===== src/rtl/wbuf_pkg.sv =====
package wbuf_pkg;
  localparam int WORD_W     = 32;
  localparam int BE_W       = WORD_W / 8;
  localparam int LINE_WORDS = 8;
  localparam int IDX_W      = $clog2(LINE_WORDS);
  localparam int CNT_W      = $clog2(LINE_WORDS + 1);
  localparam int VADDR_W    = 30;
  localparam int TAG_W      = VADDR_W - IDX_W;

  typedef struct packed {
    logic [TAG_W-1:0]                  tag;
    logic [LINE_WORDS-1:0]             mask;
    logic [LINE_WORDS-1:0][BE_W-1:0]   be;
    logic [LINE_WORDS-1:0][WORD_W-1:0] data;
  } burst_t;

  function automatic logic [IDX_W-1:0] lowest_set(input logic [LINE_WORDS-1:0] m);
    logic [IDX_W-1:0] r;
    r = '0;
    for (int i = LINE_WORDS - 1; i >= 0; i--)
      if (m[i]) r = IDX_W'(i);
    return r;
  endfunction

  function automatic logic [IDX_W-1:0] highest_set(input logic [LINE_WORDS-1:0] m);
    logic [IDX_W-1:0] r;
    r = '0;
    for (int i = 0; i < LINE_WORDS; i++)
      if (m[i]) r = IDX_W'(i);
    return r;
  endfunction

  function automatic logic [WORD_W-1:0] merge_bytes(input logic [WORD_W-1:0] old_w,
                                                    input logic [WORD_W-1:0] new_w,
                                                    input logic [BE_W-1:0]   en);
    logic [WORD_W-1:0] r;
    r = old_w;
    for (int k = 0; k < BE_W; k++)
      if (en[k]) r[8*k +: 8] = new_w[8*k +: 8];
    return r;
  endfunction
endpackage


===== src/rtl/wbuf_collect.sv =====
module wbuf_collect
  import wbuf_pkg::*;
(
  input  logic               clk,
  input  logic               rst,
  input  logic               wr_valid,
  input  logic [VADDR_W-1:0] wr_addr,
  input  logic [WORD_W-1:0]  wr_data,
  input  logic [BE_W-1:0]    wr_be,
  output logic               wr_ready,
  input  logic               sync_req,
  input  logic               q_full,
  output logic               push,
  output burst_t             push_entry,
  output logic               open_o,
  output logic               flush_o
);
  logic   open_q, flush_q;
  burst_t cur_q, cur_d;
  logic [TAG_W-1:0] in_tag;
  logic [IDX_W-1:0] in_idx;
  logic accept, other_line, new_line, do_flush;

  assign in_tag     = wr_addr[VADDR_W-1:IDX_W];
  assign in_idx     = wr_addr[IDX_W-1:0];
  assign wr_ready   = !q_full && !flush_q;
  assign accept     = wr_valid && wr_ready;
  assign other_line = open_q && (cur_q.tag != in_tag);
  assign new_line   = accept && (!open_q || other_line);
  assign do_flush   = flush_q && open_q && !q_full;
  assign push       = (accept && other_line) || do_flush;
  assign push_entry = cur_q;
  assign open_o     = open_q;
  assign flush_o    = flush_q;

  always_comb begin
    cur_d = cur_q;
    if (new_line) begin
      cur_d      = '0;
      cur_d.tag  = in_tag;
    end
    if (accept) begin
      cur_d.mask[in_idx] = 1'b1;
      cur_d.data[in_idx] = merge_bytes(cur_d.data[in_idx], wr_data, wr_be);
      cur_d.be[in_idx]   = cur_d.be[in_idx] | wr_be;
    end
  end

  always_ff @(posedge clk) begin
    if (rst) begin
      open_q  <= 1'b0;
      flush_q <= 1'b0;
      cur_q   <= '0;
    end else begin
      cur_q <= cur_d;
      if (accept)        open_q <= 1'b1;
      else if (do_flush) open_q <= 1'b0;
      if (sync_req)                               flush_q <= 1'b1;
      else if (flush_q && (!open_q || !q_full))   flush_q <= 1'b0;
    end
  end

  // a burst handed to the queue always holds at least one written word
  assert_push_nonempty_R3: assert property (@(posedge clk) disable iff (rst)
    push |-> (open_q && push_entry.mask != '0));
  // a pending sync keeps the processor side out until the open burst has left
  assert_flush_blocks_R6: assert property (@(posedge clk) disable iff (rst)
    (flush_q && open_q) |-> !wr_ready || !open_q);
endmodule


===== src/rtl/wbuf_fifo.sv =====
module wbuf_fifo
  import wbuf_pkg::*;
#(
  parameter int DEPTH = 2
) (
  input  logic   clk,
  input  logic   rst,
  input  logic   push,
  input  burst_t din,
  input  logic   pop,
  output burst_t dout,
  output logic   full,
  output logic   empty
);
  localparam int PW = (DEPTH > 1) ? $clog2(DEPTH) : 1;
  localparam int CW = $clog2(DEPTH + 1);

  burst_t          mem [DEPTH];
  logic [PW-1:0]   wp, rp;
  logic [CW-1:0]   cnt;

  always_ff @(posedge clk) begin
    if (push) mem[wp] <= din;
  end

  always_ff @(posedge clk) begin
    if (rst) begin
      wp  <= '0;
      rp  <= '0;
      cnt <= '0;
    end else begin
      if (push) wp <= (wp == PW'(DEPTH - 1)) ? '0 : wp + PW'(1);
      if (pop)  rp <= (rp == PW'(DEPTH - 1)) ? '0 : rp + PW'(1);
      case ({push, pop})
        2'b10:   cnt <= cnt + CW'(1);
        2'b01:   cnt <= cnt - CW'(1);
        default: cnt <= cnt;
      endcase
    end
  end

  assign dout  = mem[rp];
  assign full  = (cnt == CW'(DEPTH));
  assign empty = (cnt == '0);

  assert_no_overflow_R7: assert property (@(posedge clk) disable iff (rst)
    push |-> !full);
  assert_no_underflow_R3: assert property (@(posedge clk) disable iff (rst)
    pop |-> !empty);
endmodule


===== src/rtl/wbuf_issue.sv =====
module wbuf_issue
  import wbuf_pkg::*;
(
  input  logic               clk,
  input  logic               rst,
  input  logic               q_valid,
  input  burst_t             q_head,
  output logic               pop,
  output logic               busy,
  output logic               bst_valid,
  input  logic               bst_ready,
  output logic [VADDR_W-1:0] bst_addr,
  output logic [CNT_W-1:0]   bst_count,
  output logic               bst_first,
  output logic               bst_last,
  output logic [WORD_W-1:0]  bst_data,
  output logic [BE_W-1:0]    bst_be
);
  burst_t           cur_q;
  logic             busy_q;
  logic [IDX_W-1:0] idx_q, lo_q, hi_q;
  logic             fire, done, load;

  assign fire = busy_q && bst_ready;
  assign done = fire && (idx_q == hi_q);
  assign load = q_valid && (!busy_q || done);
  assign pop  = load;
  assign busy = busy_q;

  always_ff @(posedge clk) begin
    if (rst) begin
      cur_q  <= '0;
      busy_q <= 1'b0;
      idx_q  <= '0;
      lo_q   <= '0;
      hi_q   <= '0;
    end else if (load) begin
      cur_q  <= q_head;
      busy_q <= 1'b1;
      idx_q  <= lowest_set(q_head.mask);
      lo_q   <= lowest_set(q_head.mask);
      hi_q   <= highest_set(q_head.mask);
    end else if (done) begin
      busy_q <= 1'b0;
    end else if (fire) begin
      idx_q  <= idx_q + IDX_W'(1);
    end
  end

  assign bst_valid = busy_q;
  assign bst_addr  = {cur_q.tag, idx_q};
  assign bst_data  = cur_q.data[idx_q];
  assign bst_be    = cur_q.be[idx_q];
  assign bst_count = CNT_W'(hi_q) - CNT_W'(lo_q) + CNT_W'(1);
  assign bst_first = (idx_q == lo_q);
  assign bst_last  = (idx_q == hi_q);

  assert_hold_R9: assert property (@(posedge clk) disable iff (rst)
    (bst_valid && !bst_ready) |=> bst_valid && $stable(bst_addr) &&
                                  $stable(bst_data) && $stable(bst_be));
  assert_ascend_R4: assert property (@(posedge clk) disable iff (rst)
    (fire && !bst_last) |=> bst_valid && (bst_addr == $past(bst_addr) + VADDR_W'(1)));
  assert_next_first_R8: assert property (@(posedge clk) disable iff (rst)
    (fire && bst_last) |=> (!bst_valid || bst_first));
endmodule


===== src/rtl/wbuf_top.sv =====
module wbuf_top
  import wbuf_pkg::*;
#(
  parameter int QDEPTH = 2
) (
  input  logic               clk,
  input  logic               rst,
  input  logic               wr_valid,
  input  logic [VADDR_W-1:0] wr_addr,
  input  logic [WORD_W-1:0]  wr_data,
  input  logic [BE_W-1:0]    wr_be,
  output logic               wr_ready,
  input  logic               sync_req,
  output logic               empty,
  output logic               bst_valid,
  input  logic               bst_ready,
  output logic [VADDR_W-1:0] bst_addr,
  output logic [CNT_W-1:0]   bst_count,
  output logic               bst_first,
  output logic               bst_last,
  output logic [WORD_W-1:0]  bst_data,
  output logic [BE_W-1:0]    bst_be
);
  logic   q_full, q_empty, push, pop, open_w, flush_w, busy_w;
  burst_t push_entry, q_head;

  wbuf_collect u_collect (
    .clk(clk), .rst(rst), .wr_valid(wr_valid), .wr_addr(wr_addr),
    .wr_data(wr_data), .wr_be(wr_be), .wr_ready(wr_ready),
    .sync_req(sync_req), .q_full(q_full), .push(push),
    .push_entry(push_entry), .open_o(open_w), .flush_o(flush_w)
  );

  wbuf_fifo #(.DEPTH(QDEPTH)) u_fifo (
    .clk(clk), .rst(rst), .push(push), .din(push_entry), .pop(pop),
    .dout(q_head), .full(q_full), .empty(q_empty)
  );

  wbuf_issue u_issue (
    .clk(clk), .rst(rst), .q_valid(!q_empty), .q_head(q_head), .pop(pop),
    .busy(busy_w), .bst_valid(bst_valid), .bst_ready(bst_ready),
    .bst_addr(bst_addr), .bst_count(bst_count), .bst_first(bst_first),
    .bst_last(bst_last), .bst_data(bst_data), .bst_be(bst_be)
  );

  assign empty = !open_w && !flush_w && q_empty && !busy_w;

  assert_reset_R1: assert property (@(posedge clk)
    rst |=> (empty && !bst_valid && wr_ready));
  assert_empty_R6: assert property (@(posedge clk) disable iff (rst)
    empty |-> !bst_valid);
  assert_stall_R7: assert property (@(posedge clk) disable iff (rst)
    (!wr_ready && !flush_w) |-> q_full);
endmodule


===== config.mk =====
export PLATFORM = sky130hd
export DESIGN_NAME = wbuf_top
export DESIGN_NICKNAME = d
export VERILOG_FILES = /design/src/rtl/wbuf_pkg.sv /design/src/rtl/wbuf_collect.sv /design/src/rtl/wbuf_fifo.sv /design/src/rtl/wbuf_issue.sv /design/src/rtl/wbuf_top.sv
export SDC_FILE = /design/constraint.sdc
export NUM_CORES = 2
export LEC_CHECK = 0
export BUFFER_PORTS_ARGS = -buffer_cell sky130_fd_sc_hd__buf_2
export CORE_MARGIN = 5
export CORE_UTILIZATION = 30
export CTS_CLUSTER_DIAMETER = 200
export DETAILED_ROUTE_END_ITERATION = 8
export REMOVE_ABC_BUFFERS = 1
export SLEW_MARGIN = 20
export SYNTH_ARGS = -nofsm -noshare
export SYNTH_HDL_FRONTEND = slang
export SYNTH_HIERARCHICAL = 1
export SYNTH_SLANG_ARGS = --single-unit
export TNS_END_PERCENT = 100

===== constraint.sdc =====
create_clock -name clk -period 50.1 [get_ports clk]
set_clock_uncertainty 0.1 [all_clocks]
set_input_delay 5.01 -clock clk [delete_from_list [all_inputs] [get_ports clk]]
set_output_delay 5.01 -clock clk [all_outputs]
set_load 0.01 [all_outputs]

Word level (Yosys, flattened, before mapping)
Memories as Yosys holds them, arrays and structs flattened. A register that Yosys moved wholly into a read port is not among the register bits.
Cells that the tools add are included.
{"block": "classes", "add_sub_neg": 7, "mul": 0, "div_mod_pow": 0, "n_lt_le_gt_ge": 3, "eq_ne": 7, "shift": 0, "n_mux": 57, "bitwise": 2, "reduce_logical": 31}
{"op": "296-bit 2-to-1 mux", "n": 2}
{"op": "256-bit bitwise mux", "n": 1}
{"op": "32-bit binary-select mux with 3-bit select", "n": 2}
{"op": "32-bit demux with 3-bit select", "n": 1}
{"op": "32-bit 2-to-1 mux", "n": 3}
{"op": "8-bit 2-to-1 mux", "n": 8}
{"op": "3-bit 2-to-1 mux", "n": 15}
{"op": "32-bit bitwise mux", "n": 1}
{"op": "27-bit inequality test", "n": 1}
{"op": "4-bit binary-select mux with 3-bit select", "n": 2}
{"op": "1-bit logical AND", "n": 15}
{"op": "1-bit 2-to-1 mux", "n": 14}
{"op": "4-bit demux with 3-bit select", "n": 1}
{"op": "4-bit 2-to-1 mux", "n": 3}
{"op": "2-bit nonzero test", "n": 5}
{"op": "3-bit by 4-bit < comparator with 1-bit output, second input constant", "n": 2}
{"op": "8-bit OR", "n": 1}
{"op": "3-bit equality test", "n": 2}
{"op": "1-bit logical NOT", "n": 5}
{"op": "4-bit by 1-bit adder with 4-bit output, second input constant", "n": 1}
{"op": "2-bit equality test, second input constant", "n": 2}
{"op": "1-bit logical OR", "n": 4}
{"op": "2-bit 2-to-1 mux", "n": 2}
{"op": "4-bit OR", "n": 1}
{"op": "other kinds (12)", "n": 13}
{"block": "totals", "register_bits": 654, "latchBits": 0, "ramBits": 646, "mem_bits_ro": 0, "inputBits": 71, "output_inout_bits": 75, "wordCells": 152, "mem_count": 1}
{"name": "u_fifo.mem", "depth": 2, "width": 323, "rd": 1, "rd_ports_with_merged_regs": 1, "wr": 1, "line": "wbuf_fifo.sv:18", "source": "burst_t mem [DEPTH];"}

Depth between registers and ports, before layout
{"block": "depth", "ltp_word": 12, "mapped_depth": 11, "depth_no_buf": 10}

Cells and area by module
Netlist, hierarchy kept.
{"module": "wbuf_fifo", "instances": 1, "cells_each": 1027, "area_per_inst_um2": 24627.4, "seq_area_each_um2": 19498.7}
{"module": "wbuf_issue", "instances": 1, "cells_each": 1611, "area_per_inst_um2": 13793.2, "seq_area_each_um2": 6506.2}
{"module": "wbuf_collect", "instances": 1, "cells_each": 1432, "area_per_inst_um2": 13531.7, "seq_area_each_um2": 6506.2}
{"module": "wbuf_top", "instances": 1, "cells_each": 2, "area_per_inst_um2": 18.8, "seq_area_each_um2": 0.0}

Worst setup path after synthesis
Ideal clock, no wire load.
{"block": "synth_timing", "path_type": "input -> register", "start": "input wr_addr[18]", "end": "memory u_fifo/mem[0][0] in the netlist's numbering (enable)", "setup_ns": 1.014, "arrival_time_ns": 19.718, "required_ns": 48.986, "slack_ns": 29.268, "path_stages": 8, "n_path_buf": 1, "path_cell_list": "xor2_1 -> nor4_1 -> nand4_2 -> clkbuf_1 -> o21ai_0 -> a211oi_1 -> inv_1 -> nor2_1"}
{"block": "synth_via", "elab_chain_len": 6}
{"item": "start: declaration", "line": "wbuf_top.sv:9", "source": "input logic [VADDR_W-1:0] wr_addr,"}
{"item": "27-bit inequality test", "line": "wbuf_collect.sv:28", "source": "assign other_line = open_q && (cur_q.tag != in_tag);"}
{"item": "1-bit logical AND", "line": "wbuf_collect.sv:28"}
{"item": "1-bit logical AND", "line": "wbuf_collect.sv:31", "source": "assign push = (accept && other_line) || do_flush;"}
{"item": "1-bit logical OR", "line": "wbuf_collect.sv:31"}
{"item": "net push", "line": "wbuf_top.sv:24", "source": "logic q_full, q_empty, push, pop, open_w, flush_w, busy_w;"}
{"item": "1-bit 2-to-1 mux", "line": "wbuf_fifo.sv:23", "source": "if (push) mem[wp] <= din;"}
{"item": "1-bit 2-to-1 mux (not written as such)", "line": "wbuf_fifo.sv:23"}
{"item": "end: declaration", "line": "wbuf_fifo.sv:18"}
The timed path passes the listed nets, and every way through them passes these cells.

Final worst setup path
{"block": "layout_timing", "start": "input wr_addr[14]", "end": "memory u_fifo/mem[1][226] in the netlist's numbering (enable)"}
Same word-level chain as after synthesis.

==> summary.txt <==
STA
  – RSZ-0062 raised after global routing: false
  – Final Cycle Share: 17.4%
  – Fmax: 115 MHz
  – Max Transition Viols Final: 0
  – Slew @ Worst Pin: 1.19 ns
  – Setup TNS: 0 ns
  – Final hold violation count: 0
  – Final setup viols: 0
  – Fin crit period: 8.71 ns
  – Max-slew headroom: 19.9%

Placement
  – Routability cong.: 0.797
  – Final HPWL DP: 88.0 mm
  – # port buffers: 145
  – Placed cell area: 54600 µm²

Logic synthesis
  – Post-Syn Area per Cell: 12.8 µm²
  – Yosys reg bits: 1301
  – Post-Syn Instances: 4072
  – Synth Warn #: 6
  – Sequential share of the synthesized area: 62.6%
  – Leading area contributor after synthesis: edfxtp_1
  – Post-synthesis instance area: 52000 µm²
  – Asr flop ratio synth: 0%
  – Netlist cell types: 76
  – Count leader, synth: nand2_1
  – Post-synth top area share: 37.3%
  – EDFF count, synth: 646
  – Top FF cell, synth: dfxtp_1
  – Largest cells by area after synthesis: edfxtp_1, dfxtp_1, mux2_4
  – Synth top cells by count: nand2_1, dfxtp_1, edfxtp_1

Clock network
  – TritonCTS clock tree: built
  – Max Buffers Root-to-Sink: 3
  – Post-CTS Setup Bufs: 0
  – Number of H-tree levels: 4
  – Worst skew pair latency: 0.73 ns
  – Number of CTS-inserted buffers: 138
  – Post_cts resized: 0
  – Clock Sinks: 1301
  – Hold_buf cts: 0
  – CTS root buf: clkbuf_16
  – CTS clk-pin slew, worst paths: 0.05 ns

GRT
  – Vias in the first global route: 32178
  – Total congestion overflow: 0
  – Initial antenna violation count: 8
  – GRT Total Usage: 15.3%
  – First-pass GRT wire length: 210 mm
  – Pin count of the biggest net entering global routing: 197

Die
  – Die Ht: 426 µm
  – Number of primary I/O pins: 146
  – Starting Density: 30.2%
  – DIE AREA: 182000 µm²
  – Die Wd: 426 µm
  – Core area: 172000 µm²
  – Cell row count: 152

Setup path
  – Most used cell, CP: buf_4
  – Worst Path Required: 50.33 ns
  – Critical path capture point type: flip-flop
  – Top cell family by delay on the critical path: buffers and inverters
  – Critical Path Start Type: input port
  – Critical path's slowest cell: buf_4
  – Critical Path AT: 8.94 ns
  – Bufs and invs on worst path: 4
  – WS Path Type: input port to flip-flop
  – Crit-path max cell delay: 0.87 ns
  – Crit-path cells: buf_2, xor2_1, nor4_1, nand4_2, buf_4, o21ai_0, a211oi_1, and2_4, buf_4, buf_4
  – Critical path fanouts, max: 72

Detailed routing
  – DRC viols: 0
  – Routed Antenna Nets: 0
  – DRT Wirelength: 142 mm
  – Via count: 32716
  – WL/cell: 21.8 µm
  – Initial DRT Pass Iterations: 5
  – Post-detailed-route via-to-cell ratio: 5.00
  – Detailed router's first-iteration violation count: 2952

Finish
  – Area Growth Syn to Fin: 14.0%
  – Final instance area: 59200 µm²
  – Final #Nets: 4195
  – Share of cells above drive strength 1: 22.5%

Power
  – P per Cell Area: 53.8 nW/µm²
  – Peak VDD IR: 0.0679 mV
  – Leakage: 20.8 nW

Min path
  – Hold WC Path Type: flip-flop to flip-flop

Run status
  – Status: complete, no violations

Run
  – Max-Cap Viols: 0
-- state kept, by name (all words and copies together), names as in the netlist, named ones only --
name,cells
u_issue/lo_q,3
u_collect/open_o,1
u_issue/bst_addr,27
u_fifo/wp,1
u_issue/bst_valid,1
u_fifo/rp,1
u_issue/idx_q,3
u_fifo/cnt,2
u_issue/hi_q,3
u_collect/flush_o,1
u_collect/push_entry,323
u_issue/cur_q,288
u_fifo/mem,646
-- placed cells by master, fill, tap and decap left out, types with 86 or more instances in the layout --
| cell | instances |
|---|---|
| mux4_2 | 86 |
| o2bb2ai_1 | 108 |
| o21ai_0 | 140 |
| a21oi_1 | 394 |
| edfxtp_1 | 646 |
| nand2_1 | 853 |
| mux2_4 | 270 |
| mux2_2 | 127 |
| clkbuf_16 | 147 |
| buf_2 | 142 |
| dfxtp_1 | 651 |
-- through the flow --
step	setup WS [ns]	instances	hold slack (ns)	util (%)	power [mW]
after global placement	40.62	6287	0.336	31.8	2.18
after global routing	41.16	6544	0.367	34.4	3.35
final	41.39	6545	0.350	34.4	3.19
after detailed placement	40.57	6287	0.345	31.8	2.20
after CTS	41.33	6543	0.353	34.4	3.22
after floorplan	29.49	3763	0.325	-	2.04
-- worst min-delay path, cell delays in order (launching register included) --
cell and delay, ns:
dfxtp_1 0.30, nand2_1 0.05, a21oi_1 0.05
-- area by class of cell --
class	count	area, µm²
diodes	2	5.00
clock buffers	212	4150
clock inverters	44	465
fillers	16915	113000
inverters	26	105
multi-input cells	2436	17800
flip-flops and latches	1301	32500
well taps	2310	2890
repair buffers	214	1270
-- cells by family after synthesis --
kind of cell	after synthesis	share of synthesized area [%]
AOI/OAI and AO/OA	852	10.3
xor gates and xnor gates	42	0.708
adders and majority gates	7	0.183
buffers and inverters	335	3.38
DFF	1301	62.6
muxes	514	14.9
and+or+nand+nor	1021	7.96
-- per-layer routing --
layer  vias up  GRT usage (%)  wire (µm)  share of wire [%]
met5         -              0         27              0.019
met4         4           6.66       6010                4.2
met3       279           3.27      10100                7.1
met2      1113           25.0      67100                 47
met1     16396           19.7      59300                 42
li1      14924              -          -                  -
-- path summary, 6_finish.rpt --
check / slack [ns] / start / cells past startpoint / endpoint
max: 41.39 / wr_addr[14] / 10 / u_fifo/mem[1][226]
min: 0.35 / u_issue/cur_q[95] / 2 / u_issue/cur_q[95]
max reg2reg: 45.39 / u_collect/push_entry[308] / 10 / u_fifo/mem[1][226]
min reg2reg: 0.35 / u_issue/cur_q[95] / 2 / u_issue/cur_q[95]
-- report_power, final --
part / switching [mW] / leakage [nW] / internal (mW)
Clock: 0.414 / 2.25 / 0.610
Combinational: 0.505 / 7.10 / 0.305
Sequential: 0.0882 / 11.5 / 1.26
Total: 1.01 / 20.8 / 2.18
Note: power is estimated with default switching activity, not from simulation.
